$ cat config.mk
export PLATFORM = sky130hd
export DESIGN_NAME = cwc_calendar_clock
export DESIGN_NICKNAME = d
export VERILOG_FILES = /design/src/rtl/cwc_pkg.sv /design/src/rtl/cwc_tod.sv /design/src/rtl/cwc_date.sv /design/src/rtl/cwc_bcd_year.sv /design/src/rtl/cwc_alarm.sv /design/src/rtl/cwc_calendar_clock.sv
export SDC_FILE = /design/constraint.sdc
export NUM_CORES = 1
export LEC_CHECK = 0
export ABC_AREA = 1
export ABC_CLOCK_PERIOD_IN_PS = 3400
export CORE_MARGIN = 8
export CORE_UTILIZATION = 45
export CTS_CLUSTER_SIZE = 25
export DETAILED_ROUTE_END_ITERATION = 12
export PLACE_DENSITY_LB_ADDON = 0.25
export REMOVE_ABC_BUFFERS = 1
export SLEW_MARGIN = 30
export SYNTH_ARGS = -nofsm -noshare
export SYNTH_HDL_FRONTEND = slang
export SYNTH_SLANG_ARGS = --single-unit
$ cat constraint.sdc
create_clock -name clk -period 3.4 [get_ports clk]
set_input_delay 0.34 -clock clk [delete_from_list [all_inputs] [get_ports clk]]
set_output_delay 0.34 -clock clk [all_outputs]
set_load 0.05 [all_outputs]
$ cat src/rtl/cwc_pkg.sv
// Package: shared packed-word layout and calendar helper functions.
// Assumes the year is four BCD digits with the century in the upper byte.
package cwc_pkg;

    typedef struct packed {
        logic [2:0] spare;
        logic [3:0] mon;
        logic [4:0] mday;
        logic [2:0] wday;
        logic [4:0] hour;
        logic [5:0] min;
        logic [5:0] sec;
    } cwc_word_t;

    localparam int          WORD_W    = 32;
    localparam logic [31:0] USED_MASK = 32'h1FFF_FFFF;

    // Residue mod 4 of a two-digit BCD value: 10 = 2 (mod 4).
    function automatic logic [1:0] bcd_pair_mod4(input logic [7:0] p);
        logic [4:0] s;
        s = {p[7:4], 1'b0} + {1'b0, p[3:0]};
        return s[1:0];
    endfunction

    // Gregorian leap test on a BCD century/year pair.
    function automatic logic is_leap(input logic [15:0] y);
        if (y[7:0] == 8'h00)
            return bcd_pair_mod4(y[15:8]) == 2'd0;
        else
            return bcd_pair_mod4(y[7:0]) == 2'd0;
    endfunction

    // Last day of a month given its number and the leap flag.
    function automatic logic [4:0] month_len(input logic [3:0] m, input logic leap);
        case (m)
            4'd2:                       return leap ? 5'd29 : 5'd28;
            4'd4, 4'd6, 4'd9, 4'd11:    return 5'd30;
            default:                    return 5'd31;
        endcase
    endfunction

endpackage

$ cat src/rtl/cwc_tod.sv
// Time-of-day counter: seconds, minutes, hours.
// Assumes adv is a one-cycle advance request and ld overrides it.
// day_roll flags, combinationally, an advance that crosses midnight.
module cwc_tod (
    input  logic       clk,
    input  logic       rst_n,
    input  logic       adv,
    input  logic       ld,
    input  logic [5:0] ld_sec,
    input  logic [5:0] ld_min,
    input  logic [4:0] ld_hour,
    output logic [5:0] sec,
    output logic [5:0] min,
    output logic [4:0] hour,
    output logic       day_roll
);

    logic sec_end;
    logic min_end;

    // Carry terms for the second and minute wraps.
    assign sec_end  = sec >= 6'd59;
    assign min_end  = sec_end && (min >= 6'd59);
    assign day_roll = adv && min_end && (hour >= 5'd23);

    // Load or advance the three fields.
    always_ff @(posedge clk) begin
        if (!rst_n) begin
            sec  <= '0;
            min  <= '0;
            hour <= '0;
        end else if (ld) begin
            sec  <= ld_sec;
            min  <= ld_min;
            hour <= ld_hour;
        end else if (adv) begin
            sec <= sec_end ? 6'd0 : sec + 6'd1;
            if (sec_end)
                min <= (min >= 6'd59) ? 6'd0 : min + 6'd1;
            if (min_end)
                hour <= (hour >= 5'd23) ? 5'd0 : hour + 5'd1;
        end
    end

    a_r2_tod_hold: assert property (@(posedge clk) disable iff (!rst_n)
        (!adv && !ld) |=> $stable({sec, min, hour}));

    a_r3_sec_wrap: assert property (@(posedge clk) disable iff (!rst_n)
        (adv && !ld && sec == 6'd59) |=> (sec == 6'd0));

endmodule

$ cat src/rtl/cwc_date.sv
// Date counter: day of week, day of month, month.
// Assumes leap reflects the current year; the load overrides an advance.
// year_roll flags, combinationally, an advance past 31 December.
module cwc_date #(
    parameter logic [2:0] RST_WDAY = 3'd7
) (
    input  logic       clk,
    input  logic       rst_n,
    input  logic       day_adv,
    input  logic       ld,
    input  logic [2:0] ld_wday,
    input  logic [4:0] ld_mday,
    input  logic [3:0] ld_mon,
    input  logic       leap,
    output logic [2:0] wday,
    output logic [4:0] mday,
    output logic [3:0] mon,
    output logic       year_roll
);

    import cwc_pkg::*;

    logic [4:0] mlen;
    logic       month_end;
    logic       year_end;

    // Month boundary detection from the current month and leap flag.
    always_comb begin
        mlen      = month_len(mon, leap);
        month_end = mday >= mlen;
        year_end  = month_end && (mon >= 4'd12);
    end

    assign year_roll = day_adv && year_end;

    // Load or advance the date fields on a midnight carry.
    always_ff @(posedge clk) begin
        if (!rst_n) begin
            wday <= RST_WDAY;
            mday <= 5'd1;
            mon  <= 4'd1;
        end else if (ld) begin
            wday <= ld_wday;
            mday <= ld_mday;
            mon  <= ld_mon;
        end else if (day_adv) begin
            wday <= (wday >= 3'd7) ? 3'd1 : wday + 3'd1;
            mday <= month_end ? 5'd1 : mday + 5'd1;
            if (month_end)
                mon <= year_end ? 4'd1 : mon + 4'd1;
        end
    end

    a_r4_wday_wrap: assert property (@(posedge clk) disable iff (!rst_n)
        (day_adv && !ld && wday == 3'd7) |=> (wday == 3'd1));

    a_r6_leap_feb: assert property (@(posedge clk) disable iff (!rst_n)
        (day_adv && !ld && leap && mon == 4'd2 && mday == 5'd28) |=> (mday == 5'd29));

endmodule

$ cat src/rtl/cwc_bcd_year.sv
// BCD year register: DIGITS decimal digits with a ripple digit carry.
// Assumes each stored digit is 0..9; a load overrides an increment.
module cwc_bcd_year #(
    parameter int                    DIGITS  = 4,
    parameter logic [4*DIGITS-1:0]   RST_VAL = 16'h2000
) (
    input  logic                  clk,
    input  logic                  rst_n,
    input  logic                  inc,
    input  logic                  ld,
    input  logic [4*DIGITS-1:0]   ld_val,
    output logic [4*DIGITS-1:0]   year
);

    localparam int YW = 4 * DIGITS;

    logic [DIGITS:0] carry;
    logic [YW-1:0]   year_nxt;

    assign carry[0] = inc;

    // One incrementer per decimal digit, chained by the carry.
    for (genvar g = 0; g < DIGITS; g++) begin : g_digit
        logic [3:0] d;
        logic       top;
        assign d   = year[4*g +: 4];
        assign top = d >= 4'd9;
        assign year_nxt[4*g +: 4] = carry[g] ? (top ? 4'd0 : d + 4'd1) : d;
        assign carry[g+1] = carry[g] && top;
    end

    // Hold, load or take the incremented value.
    always_ff @(posedge clk) begin
        if (!rst_n)
            year <= RST_VAL;
        else if (ld)
            year <= ld_val;
        else
            year <= year_nxt;
    end

    a_r8_year_hold: assert property (@(posedge clk) disable iff (!rst_n)
        (!inc && !ld) |=> $stable(year));

    a_r7_low_digit: assert property (@(posedge clk) disable iff (!rst_n)
        (inc && !ld && year[3:0] < 4'd9) |=> (year[3:0] == $past(year[3:0]) + 4'd1));

endmodule

$ cat src/rtl/cwc_alarm.sv
// Alarm: word and year match registers and the sticky alarm flag.
// Assumes adv marks the cycle whose edge advances the calendar; the
// comparison uses the advanced value, one cycle later.
module cwc_alarm #(
    parameter int YW = 16
) (
    input  logic          clk,
    input  logic          rst_n,
    input  logic          adv,
    input  logic [31:0]   now_word,
    input  logic [YW-1:0] now_year,
    input  logic          mword_wr,
    input  logic [31:0]   mword_val,
    input  logic          myear_wr,
    input  logic [YW-1:0] myear_val,
    input  logic          clr,
    output logic [31:0]   match_word,
    output logic [YW-1:0] match_year,
    output logic          flag
);

    import cwc_pkg::*;

    logic adv_q;
    logic hit;

    assign hit = adv_q && (now_word == match_word) && (now_year == match_year);

    // Match register writes.
    always_ff @(posedge clk) begin
        if (!rst_n) begin
            match_word <= '0;
            match_year <= '0;
        end else begin
            if (mword_wr) match_word <= mword_val & USED_MASK;
            if (myear_wr) match_year <= myear_val;
        end
    end

    // Delay the advance marker and keep the sticky flag.
    always_ff @(posedge clk) begin
        if (!rst_n) begin
            adv_q <= 1'b0;
            flag  <= 1'b0;
        end else begin
            adv_q <= adv;
            flag  <= hit | (flag & ~clr);
        end
    end

    a_r10_sticky: assert property (@(posedge clk) disable iff (!rst_n)
        (flag && !clr) |=> flag);

    a_r11_year_needed: assert property (@(posedge clk) disable iff (!rst_n)
        $rose(flag) |-> ($past(now_year) == $past(match_year)));

endmodule

$ cat src/rtl/cwc_calendar_clock.sv
// Top: calendar counter with packed time word, staged BCD year load and
// match alarm. Assumes tick is a one-cycle strobe at 1 Hz and that the
// bus decoder outside drives the one-cycle load and write strobes.
module cwc_calendar_clock #(
    parameter int                    YEAR_DIGITS = 4,
    parameter logic [4*YEAR_DIGITS-1:0] RST_YEAR = 16'h2000,
    parameter logic [2:0]            RST_WDAY    = 3'd7
) (
    input  logic                       clk,
    input  logic                       rst_n,
    input  logic                       count_en,
    input  logic                       tick,
    input  logic                       year_ld,
    input  logic [4*YEAR_DIGITS-1:0]   year_ld_val,
    input  logic                       word_ld,
    input  logic [31:0]                word_ld_val,
    input  logic                       mword_wr,
    input  logic [31:0]                mword_val,
    input  logic                       myear_wr,
    input  logic [4*YEAR_DIGITS-1:0]   myear_val,
    input  logic                       alarm_clr,
    output logic [31:0]                now_word,
    output logic [4*YEAR_DIGITS-1:0]   now_year,
    output logic [31:0]                match_word,
    output logic [4*YEAR_DIGITS-1:0]   match_year,
    output logic                       alarm
);

    import cwc_pkg::*;

    localparam int YW = 4 * YEAR_DIGITS;

    cwc_word_t     ld_w;
    cwc_word_t     cur_w;
    logic          adv;
    logic          day_roll;
    logic          year_roll;
    logic          leap;
    logic [YW-1:0] yr_stage_q;
    logic          yr_pend_q;
    logic          yr_commit;
    logic [YW-1:0] yr_commit_val;

    assign ld_w = cwc_word_t'(word_ld_val);
    assign adv  = count_en && tick && !word_ld;
    assign leap = is_leap(now_year[15:0]);

    // Year staging: hold a written year until the next word load.
    always_ff @(posedge clk) begin
        if (!rst_n) begin
            yr_stage_q <= '0;
            yr_pend_q  <= 1'b0;
        end else if (word_ld) begin
            yr_pend_q  <= 1'b0;
        end else if (year_ld) begin
            yr_stage_q <= year_ld_val;
            yr_pend_q  <= 1'b1;
        end
    end

    assign yr_commit     = word_ld && (yr_pend_q || year_ld);
    assign yr_commit_val = year_ld ? year_ld_val : yr_stage_q;

    cwc_tod u_tod (
        .clk      (clk),
        .rst_n    (rst_n),
        .adv      (adv),
        .ld       (word_ld),
        .ld_sec   (ld_w.sec),
        .ld_min   (ld_w.min),
        .ld_hour  (ld_w.hour),
        .sec      (cur_w.sec),
        .min      (cur_w.min),
        .hour     (cur_w.hour),
        .day_roll (day_roll)
    );

    cwc_date #(.RST_WDAY(RST_WDAY)) u_date (
        .clk       (clk),
        .rst_n     (rst_n),
        .day_adv   (day_roll),
        .ld        (word_ld),
        .ld_wday   (ld_w.wday),
        .ld_mday   (ld_w.mday),
        .ld_mon    (ld_w.mon),
        .leap      (leap),
        .wday      (cur_w.wday),
        .mday      (cur_w.mday),
        .mon       (cur_w.mon),
        .year_roll (year_roll)
    );

    assign cur_w.spare = 3'b000;
    assign now_word    = cur_w;

    cwc_bcd_year #(.DIGITS(YEAR_DIGITS), .RST_VAL(RST_YEAR)) u_year (
        .clk    (clk),
        .rst_n  (rst_n),
        .inc    (year_roll),
        .ld     (yr_commit),
        .ld_val (yr_commit_val),
        .year   (now_year)
    );

    cwc_alarm #(.YW(YW)) u_alarm (
        .clk        (clk),
        .rst_n      (rst_n),
        .adv        (adv),
        .now_word   (now_word),
        .now_year   (now_year),
        .mword_wr   (mword_wr),
        .mword_val  (mword_val),
        .myear_wr   (myear_wr),
        .myear_val  (myear_val),
        .clr        (alarm_clr),
        .match_word (match_word),
        .match_year (match_year),
        .flag       (alarm)
    );

    a_r9_word_load: assert property (@(posedge clk) disable iff (!rst_n)
        word_ld |=> (now_word == {3'b000, $past(word_ld_val[28:0])}));

    a_r8_same_cycle: assert property (@(posedge clk) disable iff (!rst_n)
        (word_ld && year_ld) |=> (now_year == $past(year_ld_val)));

    a_r2_idle_hold: assert property (@(posedge clk) disable iff (!rst_n)
        (!(count_en && tick) && !word_ld) |=> $stable(now_word));

endmodule

==> results of run 1 <==
## path summary, 6_finish.rpt
path              cells after the start  slack (ns)         endpoint            from
hold reg to reg                       2        0.47     u_alarm.flag    u_alarm.flag
setup / recovery                     18        0.61   u_year.year[9]  u_year.year[4]
hold / removal                        2        0.47  u_year.year[13]           rst_n
setup reg to reg                     18        0.61   u_year.year[9]  u_year.year[4]
## sequential cells by signal, summed over array words and instances (netlist names)
signal              count
u_alarm.adv_q           1
u_tod.sec               6
yr_stage_q             16
u_tod.min               6
u_year.year            16
u_date.mday             5
u_alarm.match_year     16
u_alarm.match_word     29
u_date.mon              4
yr_pend_q               1
u_alarm.flag            1
u_tod.hour              5
u_date.wday             3
## worst max-delay path, cell delays in order (launching register included)
cell,delay [ns]
dfxtp_1,0.53
inv_1,0.15
ha_1,0.22
nand3_1,0.09
nor2_1,0.05
o211ai_1,0.09
a31oi_1,0.11
ha_1,0.28
inv_1,0.04
nand2_1,0.05
nand2_1,0.05
nand2_1,0.08
nand3_2,0.16
inv_2,0.10
nand3_2,0.08
nand2_2,0.23
nand2_1,0.16
nand2_1,0.10
a21oi_1,0.07
## synthesized netlist by cell type
master | number | share of area, %
nand2_1 | 166 | 10
o21ai_0 | 112 | 9.3
dfxtp_1 | 109 | 36
inv_1 | 104 | 6.5
nor2_1 | 102 | 6.3
a21oi_1 | 65 | 5.4
nand3_1 | 38 | 3.1
clkbuf_1 | 25 | 1.6
ha_1 | 25 | 5.2
xnor2_1 | 23 | 3.3
nand4_1 | 13 | 1.3
a31oi_1 | 12 | 1.2
o211ai_1 | 9 | 1.1
xor2_1 | 9 | 1.3
buf_2 | 7 | 0.58
nand2_2 | 7 | 0.73
nor3_1 | 7 | 0.58
o22ai_1 | 7 | 0.73
buf_4 | 6 | 0.75
inv_2 | 6 | 0.37
or2_2 | 6 | 0.62
buf_1 | 3 | 0.19
o21ai_1 | 3 | 0.25
o221ai_1 | 3 | 0.44
a221oi_1 | 2 | 0.29
nand3_2 | 2 | 0.33
nand3b_1 | 2 | 0.25
nor2_2 | 2 | 0.21
nor2_4 | 2 | 0.37
a211oi_1 | 1 | 0.12
a31o_2 | 1 | 0.15
and3_1 | 1 | 0.10
buf_6 | 1 | 0.19
conb_1 | 1 | 0.062
nor3b_1 | 1 | 0.12
o21ai_2 | 1 | 0.15
o2bb2ai_1 | 1 | 0.15
o31ai_1 | 1 | 0.12
## logic make-up after synthesis
kind of cell             Yosys count  synth area share, %
AO/OA/AOI/OAI                    218                 19.4
XOR/XNOR                          32                 4.64
adder cells (fa/ha/maj)           25                 5.18
buffers and inverters            152                 10.1
flip-flops                       109                 36.1
other                              1               0.0621
AND/OR/NAND/NOR                  349                 24.5
## final cells by class
cell class              count  area [um2]  area share [%]
clock buffers              15         268            3.23
repair buffers            195        1930            23.3
inverters                 110         413            4.99
multi-input cells         630        3270            39.4
clock inverters             1        5.00          0.0604
flip-flops and latches    109        2180            26.4
well taps                 176         220            2.66
## metrics by stage
| step | instance area [um2] | utilization, % | hold slack (ns) |
|---|---|---|---|
| after floorplan | 5860 | - | 0.419 |
| after global placement | 8010 | 60.7 | 0.459 |
| after detailed placement | 8010 | 60.7 | 0.464 |
| after CTS | 8280 | 62.8 | 0.455 |
| after global routing | 8280 | 62.8 | 0.486 |
| final | 8280 | 62.8 | 0.475 |
## layer usage
layer  track usage (%)  vias to the layer above
li1                  -                     3217
met1              27.3                     2849
met2              36.6                      175
met3              7.39                       16
met4              5.81                        0
met5                 0                        -
## power by group
part           total (mW)  leakage (nW)  internal [mW]  switching [mW]
Clock                1.02         0.134          0.539           0.477
Combinational       0.928          2.41          0.358           0.571
Sequential           1.45         0.901           1.36          0.0937
==> impl_metrics.json, run 1 <==
{
  "gp_congestion": 0.866,
  "worst_skew_pair.late_latency_ns": 0.36,
  "final_cells": 1236,
  "first_pass_detailed_route_iteration_total": 5,
  "dp_worst_setup_slack_ns": 0.657,
  "dp_hpwl_um": 15000,
  "ys_warn_count": 0,
  "worstPathMaxFanout": 12,
  "arrival_ns": 2.99,
  "num-nets-final": 1185,
  "grt_start_max_net_pins": 46,
  "timing_worst_setup_path_type": "flop to flop",
  "status": "completed",
  "route.vias.total": 6257,
  "clkSlewWorstSetupHoldPaths_ns": 0.07,
  "drive_above_1_share_pct": 4.43,
  "highest-signal-layer": "met4",
  "drc_errors": 0,
  "timing_worst_slew_pin_value_ns": 0.883,
  "postRouteAntennaNets": 0,
  "drt-total-wl_um": 19500,
  "die_area_um2": 17400,
  "power.density_nw_per_um2": 410,
  "core-area_um2": 13200,
  "tritoncts.num_buffers": 9,
  "ctsRootBufferMaster": "clkbuf_16",
  "initial_antenna_violation_count": 0,
  "worstSetupEndpointType": "flop",
  "seq_area_frac_synth_pct": 36.1,
  "layout.cells.most_common": "clkdlybuf4s50_1",
  "maxCapViolations": 0,
  "clk_path_buf_depth": 2,
  "fmax_ghz": 0.359,
  "postSynthRegisterBits": 109,
  "setup_viol_count_final": 0,
  "first_global_vias": 6091,
  "synth.cell_area_um2": 6040,
  "synthesis.instances": 886,
  "die_h_um": 132,
  "detail_route.vias_per_cell": 5.06,
  "placed_cells": 1220,
  "area_growth_pct": 37.1,
  "num_antenna_cells": 0,
  "cts-resized-gates": 0,
  "detailroute.wirelength.met3_um": 1380,
  "core.rowCount": 42,
  "setup_slack_ns": 0.613,
  "portBuffers": 189,
  "grt_pass1_wl_um": 31500,
  "fin_worst_skew_ns": 0.00814,
  "grt_use_total_pct": 22.2,
  "syn_area_per_cell_um2": 6.82,
  "power.ir.vdd_worst_v": 0.000454,
  "fill_cells": 1216,
  "clock_tree.htree_level_count": 3,
  "fin_tns_setup_ns": 0,
  "holdBufCountCts": 0,
  "ioPinCount": 202,
  "initial_drc_count": 350,
  "finalHoldViolCount": 0,
  "maxSlewHeadroom_pct": 41.1,
  "gr-total-overflow": 0,
  "post_cts.repair.setup_buffers": 0,
  "die_width_um": 132,
  "met1Wirelength_um": 8790,
  "layout_worst_path_cycle_share_pct": 82.0,
  "met2_wirelength_um": 8980,
  "avgRoutedWirePerCell_um": 15.8,
  "ys_types": 38,
  "cp_data_required_time_ns": 3.60,
  "cts.sinks": 109,
  "layout.cells.most_common_list": "clkdlybuf4s50_1 (187), nand2_1 (166), o21ai_0 (112)",
  "timing.critical_path.from_type": "flop",
  "initial_core_util_pct": 45.8,
  "worstHoldPathType": "input pin to flop",
  "period_minus_slack_ns": 2.79,
  "final_max_slew_viol_count": 0,
  "total_leakage_power_nw": 3.45,
  "tritoncts": "built",
  "power.total_mw": 3.40,
  "setup_repair_after_global_routing_missed_its_margin": "false"
}
Note: power is estimated with default switching activity, not from simulation.
==> inputs of run 2 (changes only) <==
--- a/config.mk
+++ b/config.mk
@@ -6,9 +6,9 @@
 export NUM_CORES = 1
 export LEC_CHECK = 0
 export ABC_AREA = 1
-export ABC_CLOCK_PERIOD_IN_PS = 3400
+export ABC_CLOCK_PERIOD_IN_PS = 2500
 export CORE_MARGIN = 8
-export CORE_UTILIZATION = 45
+export CORE_UTILIZATION = 42
 export CTS_CLUSTER_SIZE = 25
 export DETAILED_ROUTE_END_ITERATION = 12
 export PLACE_DENSITY_LB_ADDON = 0.25
==> constraint.sdc (replaced) <==
create_clock -name clk -period 2.5 [get_ports clk]
set_input_delay 0.25 -clock clk [delete_from_list [all_inputs] [get_ports clk]]
set_output_delay 0.25 -clock clk [all_outputs]
set_load 0.05 [all_outputs]
==> impl_metrics.json, run 2 (synthesis results as in run 1) <==
{
  "worstPathMaxFanout": 6,
  "timing_worst_setup_path_type": "flop to flop",
  "timing_worst_slew_pin_value_ns": 0.956,
  "power.density_nw_per_um2": 551,
  "setup_repair_after_global_routing_missed_its_margin": "true",
  "drive_above_1_share_pct": 9.45,
  "die_area_um2": 18500,
  "fmax_ghz": 0.425,
  "tritoncts": "built",
  "cts.sinks": 109,
  "detail_route.vias_per_cell": 5.04,
  "worst_skew_pair.late_latency_ns": 0.36,
  "clk_path_buf_depth": 2,
  "stdcell_area_um2": 8680,
  "gr-total-overflow": 0,
  "worstHoldPathType": "input pin to flop",
  "power.ir.vdd_worst_v": 0.000291,
  "core-area_um2": 14300,
  "gp_congestion": 0.894,
  "drc_errors": 0,
  "worstSetupEndpointType": "flop",
  "whs_endpoint": "u_tod.hour[2]",
  "tritoncts.num_buffers": 9,
  "grt_pass1_wl_um": 31600,
  "ioPinCount": 202,
  "first_pass_detailed_route_iteration_total": 5,
  "timing.critical_path.from_type": "flop",
  "num-nets-final": 1215,
  "grt_start_max_net_pins": 46,
  "portBuffers": 189,
  "clkSlewWorstSetupHoldPaths_ns": 0.07,
  "die_h_um": 136,
  "crit-reg2reg-capture": "u_year.year[9]",
  "crit_start": "u_year.year[1]",
  "path_depth_of_the_worst_reg2reg_path": 17,
  "initial_core_util_pct": 42.2,
  "rr_startpoint": "u_year.year[1]",
  "status": "completed",
  "final_max_slew_viol_count": 0,
  "largest_reg_flops": 29,
  "clock_tree.htree_level_count": 3,
  "period_minus_slack_ns": 2.35,
  "maxSlewHeadroom_pct": 36.2,
  "worst_hold_path.num_cells": 3,
  "placed_cells": 1253,
  "ctsRootBufferMaster": "clkbuf_16",
  "drt-total-wl_um": 20600,
  "finalHoldViolCount": 0,
  "fin_worst_skew_ns": 0.0114,
  "hold_slack_ns": 0.384,
  "num_antenna_cells": 0,
  "postRouteAntennaNets": 0,
  "layout.cells.most_common_list": "clkdlybuf4s50_1 (187), nand2_1 (163), o21ai_0 (111)",
  "initial_antenna_violation_count": 0,
  "maxCapViolations": 0,
  "grt_use_total_pct": 21.7,
  "route.vias.total": 6417,
  "placedInstanceArea_um2": 8220,
  "dp_hpwl_um": 15700,
  "setup_viol_count_final": 0,
  "registers.top_by_ff_count": "u_alarm.match_word",
  "total_leakage_power_nw": 3.64,
  "first_global_vias": 6128,
  "ff2ff_setup_slack_ns": 0.15,
  "layout.cells.most_common": "clkdlybuf4s50_1",
  "die_width_um": 136,
  "holdCritStartpoint": "word_ld",
  "core.rowCount": 44,
  "arrival_ns": 2.56,
  "area_growth_pct": 43.7,
  "final_cells": 1274,
  "cp_data_required_time_ns": 2.71,
  "avgRoutedWirePerCell_um": 16.1,
  "initial_drc_count": 412,
  "layout_worst_path_cycle_share_pct": 94.1
}
## run 2: cell count changes in the layout (fill, tap and decap cells not counted), sizes merged
| cell | delta |
|---|---|
| clkinv | +3 |
| bufinv | +1 |
| buf | +29 |
| nand2 | +1 |
| clkbuf | -4 |
## run 2: worst max-delay path by stage
| stage | endpoint |
|---|---|
| after detailed placement | u_year.year[9] |
| after global placement | u_year.year[9] |
| after CTS | u_year.year[9] |
| after global routing | u_year.year[9] |
| final | u_year.year[9] |
| after floorplan | u_year.year[8] |
## run 2: final cells by class
| type | instances | area, um2 |
|---|---|---|
| flip-flops and latches | 109 | 2190 |
| clock buffers | 11 | 243 |
| multi-input cells | 631 | 3390 |
| fillers | 1369 | 5640 |
| clock inverters | 5 | 50.0 |
| repair buffers | 224 | 2160 |
| well taps | 184 | 230 |
| inverters | 110 | 413 |
## run 2: power breakdown
| group | internal [mW] | switching, mW | leakage (nW) |
|---|---|---|---|
| sequential | 1.85 | 0.109 | 0.902 |
| clock | 0.799 | 0.659 | 0.149 |
| combinational | 0.536 | 0.829 | 2.59 |
| total | 3.19 | 1.60 | 3.64 |
## run 2: what timing repair did
action                                  in CTS  in global routing
endpoints found under the setup margin       5                 24
gates resized for setup                      1                 33
cloned                                       0                  1
hold buffers                                 0                  0
pin swaps                                    0                  9
setup buffers                                0                  5
## run 2: per-layer routing
metal	share of wire, %	GRT usage, %	vias up
met5	0	0	-
met4	1.5	7.26	0
met3	8.3	5.14	17
met2	47	35.5	196
met1	43	27.3	2920
li1	-	-	3284
## run 2: critical path, cell delays in order (launching register included)
cell and delay, ns:
dfxtp_1 0.34, inv_2 0.06, buf_4 0.15, a21oi_1 0.18, o221ai_2 0.12, a31oi_1 0.20
ha_1 0.25, inv_1 0.06, nand2_1 0.04, nand2_1 0.06, nand2_2 0.07, nand3_4 0.09
inv_2 0.06, nand3_4 0.10, nand2_4 0.11, buf_4 0.16, nand3_1 0.08, a21oi_2 0.06
## run 2: per-stage QoR
step           utilization (%)  TNS, ns  power, mW  setup WS (ns)
2_1_floorplan                -    -2.82       2.74         -0.229
3_3_place_gp              57.4        0       3.31          0.101
3_5_place_dp              57.4        0       3.32         0.0130
4_1_cts                   59.5        0       4.77         0.0300
5_1_grt                   60.6   -0.257       5.00        -0.0622
6_report                  60.6        0       4.78          0.149
==> inputs of run 3 (changes only) <==
--- a/config.mk
+++ b/config.mk
@@ -7,6 +7,7 @@
 export LEC_CHECK = 0
 export ABC_AREA = 1
 export ABC_CLOCK_PERIOD_IN_PS = 2500
+export CAP_MARGIN = 20
 export CORE_MARGIN = 8
 export CORE_UTILIZATION = 42
 export CTS_CLUSTER_SIZE = 25
==> results of run 3 <==
The final DEF is identical to that of run 2; final timing and power are the same.
